### config.mk
export PLATFORM = sky130hd
export DESIGN_NAME = nand_rd_path
export DESIGN_NICKNAME = d
export VERILOG_FILES = /design/src/rtl/nand_rd_pkg.sv /design/src/rtl/nand_rd_seq.sv /design/src/rtl/nand_rd_id.sv /design/src/rtl/nand_rd_path.sv
export SDC_FILE = /design/constraint.sdc
export NUM_CORES = 1
export LEC_CHECK = 0
export ABC_CLOCK_PERIOD_IN_PS = 5800
export BUFFER_PORTS_ARGS = -buffer_cell sky130_fd_sc_hd__buf_2
export CORE_ASPECT_RATIO = 0.5
export CORE_MARGIN = 2
export CORE_UTILIZATION = 55
export CTS_BUF_LIST = sky130_fd_sc_hd__clkbuf_2 sky130_fd_sc_hd__clkbuf_4 sky130_fd_sc_hd__clkbuf_8
export DETAILED_ROUTE_END_ITERATION = 7
export PLACE_DENSITY = 0.77
export SLEW_MARGIN = 40
export SYNTH_ARGS = -nofsm -noshare
export SYNTH_HDL_FRONTEND = slang
export SYNTH_HIERARCHICAL = 1
export SYNTH_SLANG_ARGS = --single-unit
### constraint.sdc
create_clock -name clk_i -period 5.8 [get_ports clk_i]
set_clock_uncertainty 0.1 [all_clocks]
set_input_delay 1.74 -clock clk_i [delete_from_list [all_inputs] [get_ports clk_i]]
set_output_delay 1.74 -clock clk_i [all_outputs]
set_load 0.03 [all_outputs]
### src/rtl/nand_rd_pkg.sv
package nand_rd_pkg;

  typedef enum logic [1:0] {
    MODE_READ   = 2'd0,
    MODE_STATUS = 2'd1,
    MODE_ID     = 2'd2
  } rd_mode_e;

  localparam int unsigned ID_LEN = 4;

  function automatic logic [7:0] status_byte(input logic wp_n, input logic err,
                                             input logic [3:0] plane);
    return {wp_n, 1'b1, 1'b0, plane, err};
  endfunction

endpackage

### src/rtl/nand_rd_seq.sv
module nand_rd_seq #(
  parameter int unsigned PAGE_W    = 11,
  parameter int unsigned BUS_BYTES = 1,
  localparam int unsigned COL_W    = PAGE_W + 2
) (
  input  logic             clk_i,
  input  logic             rst_ni,
  input  logic             start_i,
  input  logic [COL_W-1:0] col_i,
  input  logic [COL_W-1:0] ofs_i,
  input  logic             strobe_i,
  input  logic             spare_off_i,
  input  logic             ce_ni,
  output logic [COL_W-1:0] col_o,
  output logic             take_o
);

  localparam int unsigned PAGE_B  = 1 << PAGE_W;
  localparam int unsigned SPARE_B = PAGE_B >> 5;
  localparam int unsigned FULL_B  = PAGE_B + SPARE_B;
  localparam logic [COL_W:0] PAGE_L = (COL_W+1)'(PAGE_B);
  localparam logic [COL_W:0] FULL_L = (COL_W+1)'(FULL_B);
  localparam logic [COL_W:0] STEP_L = (COL_W+1)'(BUS_BYTES);

  logic [COL_W-1:0] col_q, ofs_q, rem_q;
  logic [COL_W:0]   start_c, limit_c, load_len, eff_col, eff_len, nxt_len, adv_col;
  logic             load;

  always_comb begin
    limit_c  = spare_off_i ? PAGE_L : FULL_L;
    start_c  = {1'b0, col_q} + {1'b0, ofs_q};
    load     = strobe_i && (rem_q == '0);
    load_len = (start_c >= limit_c) ? '0 : (limit_c - start_c);
    eff_col  = load ? ((start_c > limit_c) ? limit_c : start_c) : {1'b0, col_q};
    eff_len  = load ? load_len : {1'b0, rem_q};
    take_o   = strobe_i && !ce_ni && (eff_len != '0);
    nxt_len  = (eff_len > STEP_L) ? (eff_len - STEP_L) : '0;
    adv_col  = eff_col + STEP_L;
  end

  assign col_o = eff_col[COL_W-1:0];

  always_ff @(posedge clk_i or negedge rst_ni) begin
    if (!rst_ni) begin
      col_q <= '0;
      ofs_q <= '0;
      rem_q <= '0;
    end else if (start_i) begin
      col_q <= col_i;
      ofs_q <= ofs_i;
      rem_q <= '0;
    end else if (strobe_i) begin
      if (load) ofs_q <= '0;
      if (take_o) begin
        col_q <= adv_col[COL_W-1:0];
        rem_q <= nxt_len[COL_W-1:0];
      end else begin
        col_q <= eff_col[COL_W-1:0];
        rem_q <= eff_len[COL_W-1:0];
      end
    end
  end

  AST_REM_BOUND: assert property (@(posedge clk_i) disable iff (!rst_ni)
    {1'b0, rem_q} <= FULL_L);
  AST_REM_SHRINK: assert property (@(posedge clk_i) disable iff (!rst_ni)
    (take_o && !start_i) |=> ({1'b0, rem_q} < $past(eff_len)));
  AST_OFS_CLEAR: assert property (@(posedge clk_i) disable iff (!rst_ni)
    (load && !start_i) |=> (ofs_q == '0));

endmodule

### src/rtl/nand_rd_id.sv
module nand_rd_id #(
  parameter logic [7:0]  MAKER_CODE = 8'h2C,
  parameter logic [7:0]  PART_CODE  = 8'hDA,
  parameter logic [7:0]  FILL_CODE  = 8'hA5,
  parameter bit          LARGE_PAGE = 1'b1,
  parameter int unsigned BUS_BYTES  = 1
) (
  input  logic       clk_i,
  input  logic       rst_ni,
  input  logic       start_i,
  input  logic       strobe_i,
  input  logic       ce_ni,
  output logic [7:0] byte_o,
  output logic       take_o
);
  import nand_rd_pkg::*;

  localparam logic [7:0] TAIL_CODE = LARGE_PAGE ? ((BUS_BYTES == 2) ? 8'h55 : 8'h15) : 8'hC0;
  localparam logic [2:0] LAST_IDX  = 3'(ID_LEN);

  logic [2:0] idx_q;

  always_comb begin
    take_o = strobe_i && !ce_ni && (idx_q < LAST_IDX);
    unique case (idx_q[1:0])
      2'd0:    byte_o = MAKER_CODE;
      2'd1:    byte_o = PART_CODE;
      2'd2:    byte_o = FILL_CODE;
      default: byte_o = TAIL_CODE;
    endcase
  end

  always_ff @(posedge clk_i or negedge rst_ni) begin
    if (!rst_ni)      idx_q <= '0;
    else if (start_i) idx_q <= '0;
    else if (take_o)  idx_q <= idx_q + 3'd1;
  end

  AST_ID_IDX_MAX: assert property (@(posedge clk_i) disable iff (!rst_ni)
    idx_q <= LAST_IDX);
  AST_ID_STOP: assert property (@(posedge clk_i) disable iff (!rst_ni)
    (idx_q == LAST_IDX && !start_i) |=> (idx_q == LAST_IDX));

endmodule

### src/rtl/nand_rd_path.sv
module nand_rd_path #(
  parameter int unsigned PAGE_W     = 11,
  parameter int unsigned BUS_BYTES  = 1,
  parameter bit          LARGE_PAGE = 1'b1,
  parameter logic [7:0]  MAKER_CODE = 8'h2C,
  parameter logic [7:0]  PART_CODE  = 8'hDA,
  parameter logic [7:0]  FILL_CODE  = 8'hA5,
  localparam int unsigned COL_W     = PAGE_W + 2,
  localparam int unsigned DW        = 8 * BUS_BYTES
) (
  input  logic             clk_i,
  input  logic             rst_ni,
  input  logic             cmd_read_i,
  input  logic             cmd_status_i,
  input  logic             cmd_id_i,
  input  logic [COL_W-1:0] col_i,
  input  logic [COL_W-1:0] ofs_i,
  input  logic             re_i,
  input  logic             ce_ni,
  input  logic             spare_off_i,
  input  logic             wp_ni,
  input  logic             stat_err_i,
  input  logic [3:0]       stat_plane_i,
  output logic [COL_W-1:0] arr_col_o,
  input  logic [DW-1:0]    arr_data_i,
  output logic [DW-1:0]    rdata_o,
  output logic             rb_o
);
  import nand_rd_pkg::*;

  rd_mode_e      mode_q;
  logic          cmd_any, re_eff;
  logic          seq_take, id_take;
  logic [7:0]    id_byte;
  logic [DW-1:0] stat_word, id_word, rdata_d;

  assign cmd_any = cmd_read_i | cmd_status_i | cmd_id_i;
  assign re_eff  = re_i & ~cmd_any;
  assign rb_o    = 1'b1;

  always_ff @(posedge clk_i or negedge rst_ni) begin
    if (!rst_ni)           mode_q <= MODE_READ;
    else if (cmd_status_i) mode_q <= MODE_STATUS;
    else if (cmd_id_i)     mode_q <= MODE_ID;
    else if (cmd_read_i)   mode_q <= MODE_READ;
  end

  nand_rd_seq #(
    .PAGE_W   (PAGE_W),
    .BUS_BYTES(BUS_BYTES)
  ) u_seq (
    .clk_i      (clk_i),
    .rst_ni     (rst_ni),
    .start_i    (cmd_read_i & ~cmd_status_i & ~cmd_id_i),
    .col_i      (col_i),
    .ofs_i      (ofs_i),
    .strobe_i   (re_eff && (mode_q == MODE_READ)),
    .spare_off_i(spare_off_i),
    .ce_ni      (ce_ni),
    .col_o      (arr_col_o),
    .take_o     (seq_take)
  );

  nand_rd_id #(
    .MAKER_CODE(MAKER_CODE),
    .PART_CODE (PART_CODE),
    .FILL_CODE (FILL_CODE),
    .LARGE_PAGE(LARGE_PAGE),
    .BUS_BYTES (BUS_BYTES)
  ) u_id (
    .clk_i   (clk_i),
    .rst_ni  (rst_ni),
    .start_i (cmd_id_i & ~cmd_status_i),
    .strobe_i(re_eff && (mode_q == MODE_ID)),
    .ce_ni   (ce_ni),
    .byte_o  (id_byte),
    .take_o  (id_take)
  );

  // byte-wide sources sit in lane 0, upper lanes stay zero
  always_comb begin
    stat_word      = '0;
    stat_word[7:0] = status_byte(wp_ni, stat_err_i, stat_plane_i);
    id_word        = '0;
    id_word[7:0]   = id_byte;
    rdata_d        = '0;
    if (!ce_ni) begin
      unique case (mode_q)
        MODE_READ:   rdata_d = seq_take ? arr_data_i : '0;
        MODE_STATUS: rdata_d = stat_word;
        MODE_ID:     rdata_d = id_take ? id_word : '0;
        default:     rdata_d = '0;
      endcase
    end
  end

  always_ff @(posedge clk_i or negedge rst_ni) begin
    if (!rst_ni)     rdata_o <= '0;
    else if (re_eff) rdata_o <= rdata_d;
  end

  AST_CE_QUIET: assert property (@(posedge clk_i) disable iff (!rst_ni)
    (re_i && ce_ni && !cmd_any) |=> (rdata_o == '0));
  AST_STATUS_COL_HOLD: assert property (@(posedge clk_i) disable iff (!rst_ni)
    (mode_q == MODE_STATUS && re_i && !cmd_any) |=> $stable(arr_col_o));
  AST_STATUS_WP: assert property (@(posedge clk_i) disable iff (!rst_ni)
    (mode_q == MODE_STATUS && re_i && !ce_ni && !cmd_any) |=> (rdata_o[7] == $past(wp_ni)));
  AST_DATA_LATENCY: assert property (@(posedge clk_i) disable iff (!rst_ni)
    (mode_q == MODE_READ && re_i && !ce_ni && !cmd_any && seq_take) |=> (rdata_o == $past(arr_data_i)));
  AST_HOLD_IDLE: assert property (@(posedge clk_i) disable iff (!rst_ni)
    (!re_i) |=> $stable(rdata_o));

  if (BUS_BYTES > 1) begin : g_pad_chk
    AST_PAD_ZERO: assert property (@(posedge clk_i) disable iff (!rst_ni)
      (mode_q != MODE_READ && re_i && !cmd_any) |=> (rdata_o[DW-1:8] == '0));
  end

endmodule

==> flow_summary.rst <==
.. list-table::
   :header-rows: 1

   * - Metric
     - Value
   * - CTS Buf Count
     - 5
   * - Data arrival time of the critical path
     - approximately 3800 ps
   * - Register-to-register path setup slack
     - 670 ps
   * - Number of buffers on the longest clock path
     - 2
   * - Relative slew slack
     - 51.9%
   * - Clock input transition at the sequential cells of the worst setup and hold paths
     - roughly 110 ps
   * - GRT overflow
     - 0
   * - # fillers
     - 717
   * - Fraction of registers with async set/reset
     - 100%
   * - Clock Latency Late Sink
     - ~320 ps
   * - PD cells
     - ~290 nW/um2
   * - Most used cells in the layout excluding fill and tap cells
     - sky130_fd_sc_hd__nand2_1 (73), sky130_fd_sc_hd__buf_2 (67), sky130_fd_sc_hd__dfrtp_1 (52), sky130_fd_sc_hd__nor2_1 (37), sky130_fd_sc_hd__o21ai_0 (35)
   * - Routed wirelength normalized by instance count
     - about 17 um
   * - Gpl congestion
     - 0.960
   * - Required time of the critical path
     - slightly below 4000 ps
   * - Vias per Instance
     - between 6 and 7
   * - Worst slack, placed
     - approximately 80 ps
   * - TritonCTS clock tree
     - yes
   * - Depth of the worst register-to-register path
     - 22
   * - Die outline width
     - roughly 140 um
   * - Top fanout value on the critical path
     - 6
   * - FF/Latch Area
     - around 1300 um2
   * - Post-route DRC
     - 0
   * - Share of the cycle needed by the critical path after routing
     - 97.4%
   * - Via count
     - between 4,000 and 5,000
   * - Final setup violation count
     - 0
   * - Total core area
     - between 8000 and 9000 um2
   * - Die area
     - 9390 um2
   * - Post-synth cell types
     - 81
   * - Vertical die dimension
     - between 60 and 70 um
   * - Number of warning messages in the yosys log
     - 6
   * - Final-report hold violation count
     - 0
   * - Min cycle time layout
     - about 5600 ps
   * - Initial antenna violation count
     - 0
   * - Crit Path Category
     - in2out
   * - Maximum number of pins on one net before global-route repair
     - 53
   * - Final antenna-violating net count
     - 0
   * - Number of enable flip-flop cells after synthesis
     - 0
   * - Post-Place Cell Area
     - 5250 um2
   * - Setup TNS
     - 0 ps
   * - Worst hold start
     - rdata_o[6]$_DFFE_PN0P_
   * - Hold bufs inserted after CTS
     - 0
   * - Sequential area share after synthesis
     - about 28%
   * - Drt pass-1 iters
     - 5
   * - P_leak
     - ~0.0025 uW
   * - Crit path capture
     - arr_col_o[8]
   * - Worst slew pin tran
     - between 700 and 800 ps
   * - Max Cap Viol
     - 0
   * - Flip-flop and latch count after synthesis
     - 52
   * - Run status
     - finished, final reports clean
   * - Element type at the critical path start
     - input pin
   * - Commonest non-fill, non-tap cell in the layout
     - sky130_fd_sc_hd__nand2_1
   * - Post-synth design cell area
     - between 4000 and 5000 um2
   * - Htree depth
     - 2
   * - Rows
     - 23
   * - NumNets Final
     - between 700 and 800
   * - Crit Reg-Reg Endpoint
     - u_seq/rem_q[3]$_DFFE_PN0P_
   * - Final design instance area without fill
     - about 5500 um2
   * - Fraction of final layout cells with drive strength greater than 1
     - a little over a fifth
   * - Number of nets produced by synthesis
     - around 660
   * - Average cell area after synthesis
     - 8.00 um2
   * - Via count of the first global-routing pass
     - approximately 4,400
   * - HPWL after detailed placement
     - ~9900 um
   * - Number of port buffers
     - 68
   * - Power after layout
     - roughly 1600 uW
   * - Path category of the worst min-delay check
     - reg2reg
   * - Diodes inserted
     - 0
   * - Maximum operating frequency
     - roughly 180 MHz
   * - Post-synthesis to final-layout area growth
     - 15.5%
   * - 1st-iter DRT viols
     - between 300 and 400
   * - First-pass GRT wire length
     - around 22,000 um
   * - Top flip-flop cell by instance count after synthesis
     - sky130_fd_sc_hd__dfrtp_1
   * - Final worst setup slack
     - between 150 and 200 ps
   * - Critical R2R Launch
     - u_seq/col_q[0]$_DFFE_PN0P_
   * - Total routing resource utilization after global routing
     - 28.3%
   * - Starting density of the core
     - 57.8%
   * - Max IR drop VDD
     - between 0.0001 and 0.00015 V
   * - Top-level I/O count
     - 70
   * - Pins over their slew limit
     - 0
   * - Multi-input gate area
     - 3240 um2
   * - Gate count after technology mapping
     - between 500 and 600
   * - Clock tree root buffer cell
     - sky130_fd_sc_hd__clkbuf_8
   * - Worst Setup End Kind
     - output pin
   * - First element of the critical path
     - cmd_status_i
   * - Number of clock sinks
     - 52
   * - Routed wire length
     - roughly 13,000 um
## Yosys cell counts, types with 16 or more instances
master,n,area (um2)
sky130_fd_sc_hd__nand2_1,73,274
sky130_fd_sc_hd__dfrtp_1,52,1300
sky130_fd_sc_hd__o21ai_0,42,210
sky130_fd_sc_hd__nor2_1,38,143
sky130_fd_sc_hd__a21oi_1,34,170
sky130_fd_sc_hd__inv_1,25,93.8
sky130_fd_sc_hd__ha_1,24,300
sky130_fd_sc_hd__nand3_1,23,115
sky130_fd_sc_hd__o21ai_1,23,115
sky130_fd_sc_hd__nor3_1,17,85.1
sky130_fd_sc_hd__clkbuf_1,16,60.1
sky130_fd_sc_hd__xnor2_1,16,140
## stage by stage
stage | utilization, % | std cells | hold slack, ps
6_report | 66.7 | 777 | 388
5_1_grt | 66.7 | 777 | 419
4_1_cts | 66.0 | 775 | 395
3_5_place_dp | 64.2 | 765 | 370
3_3_place_gp | 64.2 | 765 | 365
2_1_floorplan | - | 590 | 393
## sequential cells by signal, indices dropped and copies added (netlist names)
register     flops
mode_q           2
rdata_o          8
u_seq/col_q     13
u_seq/ofs_q     13
u_id/idx_q       3
u_seq/rem_q     13
## report_power, final
| part | internal (uW) | total (uW) | switching, uW |
|---|---|---|---|
| clock | 135 | 265 | 129 |
| sequential | 399 | 435 | 36.4 |
| combinational | 349 | 902 | 553 |
## worst min-delay path by stage
stage	cells after the start	to	slack (ps)
3_5_place_dp	2	rdata_o[2]$_DFFE_PN0P_	370
6_report	2	rdata_o[6]$_DFFE_PN0P_	390
5_1_grt	2	rdata_o[6]$_DFFE_PN0P_	420
3_3_place_gp	2	rdata_o[2]$_DFFE_PN0P_	370
2_1_floorplan	2	u_seq/rem_q[0]$_DFFE_PN0P_	390
4_1_cts	2	rdata_o[2]$_DFFE_PN0P_	400
## timing repair
| action | CTS | global route |
|---|---|---|
| buffers inserted | 2 | 2 |
| endpoints found under the setup margin | 7 | 10 |
| pin swaps | 4 | 4 |
| gates resized for setup | 4 | 9 |
## area by class of cell
| class | instances | area share, % |
|---|---|---|
| sequential | 52 | 23.9 |
| tap | 112 | 2.57 |
| timing repair buffer | 97 | 10.3 |
| inverter | 25 | 1.72 |
| clock buffer | 6 | 1.40 |
| clock inverter | 2 | 0.712 |
| multi-input combinational | 483 | 59.4 |
## worst max-delay path, cell delays in order
cell and delay (ps):
sky130_fd_sc_hd__buf_2 130, sky130_fd_sc_hd__or4b_4 530, sky130_fd_sc_hd__nor3_2 230, sky130_fd_sc_hd__and4_1 260, sky130_fd_sc_hd__o211a_2 270, sky130_fd_sc_hd__nand3_2 180, sky130_fd_sc_hd__o21ai_1 230, sky130_fd_sc_hd__buf_2 230
## kinds of logic after synthesis
family / after synthesis / synth area share, %
AO/OA/AOI/OAI: 188 / 26.7
adder cells (fa/ha/maj): 25 / 6.79
AND/OR/NAND/NOR: 229 / 25.6
flip-flops: 52 / 27.6
other: 1 / 0.0794
multiplexers: 14 / 3.10
buffers and inverters: 55 / 5.27
XOR/XNOR: 26 / 4.82
## layer usage
metal	vias up	wire length (um)	GRT usage [%]
li1	2303	-	-
met1	2224	6340	40.4
met2	187	5670	43.5
met3	21	992	5.99
met4	0	228	7.64
met5	-	0	0
Power figures use the tool's default switching activity.
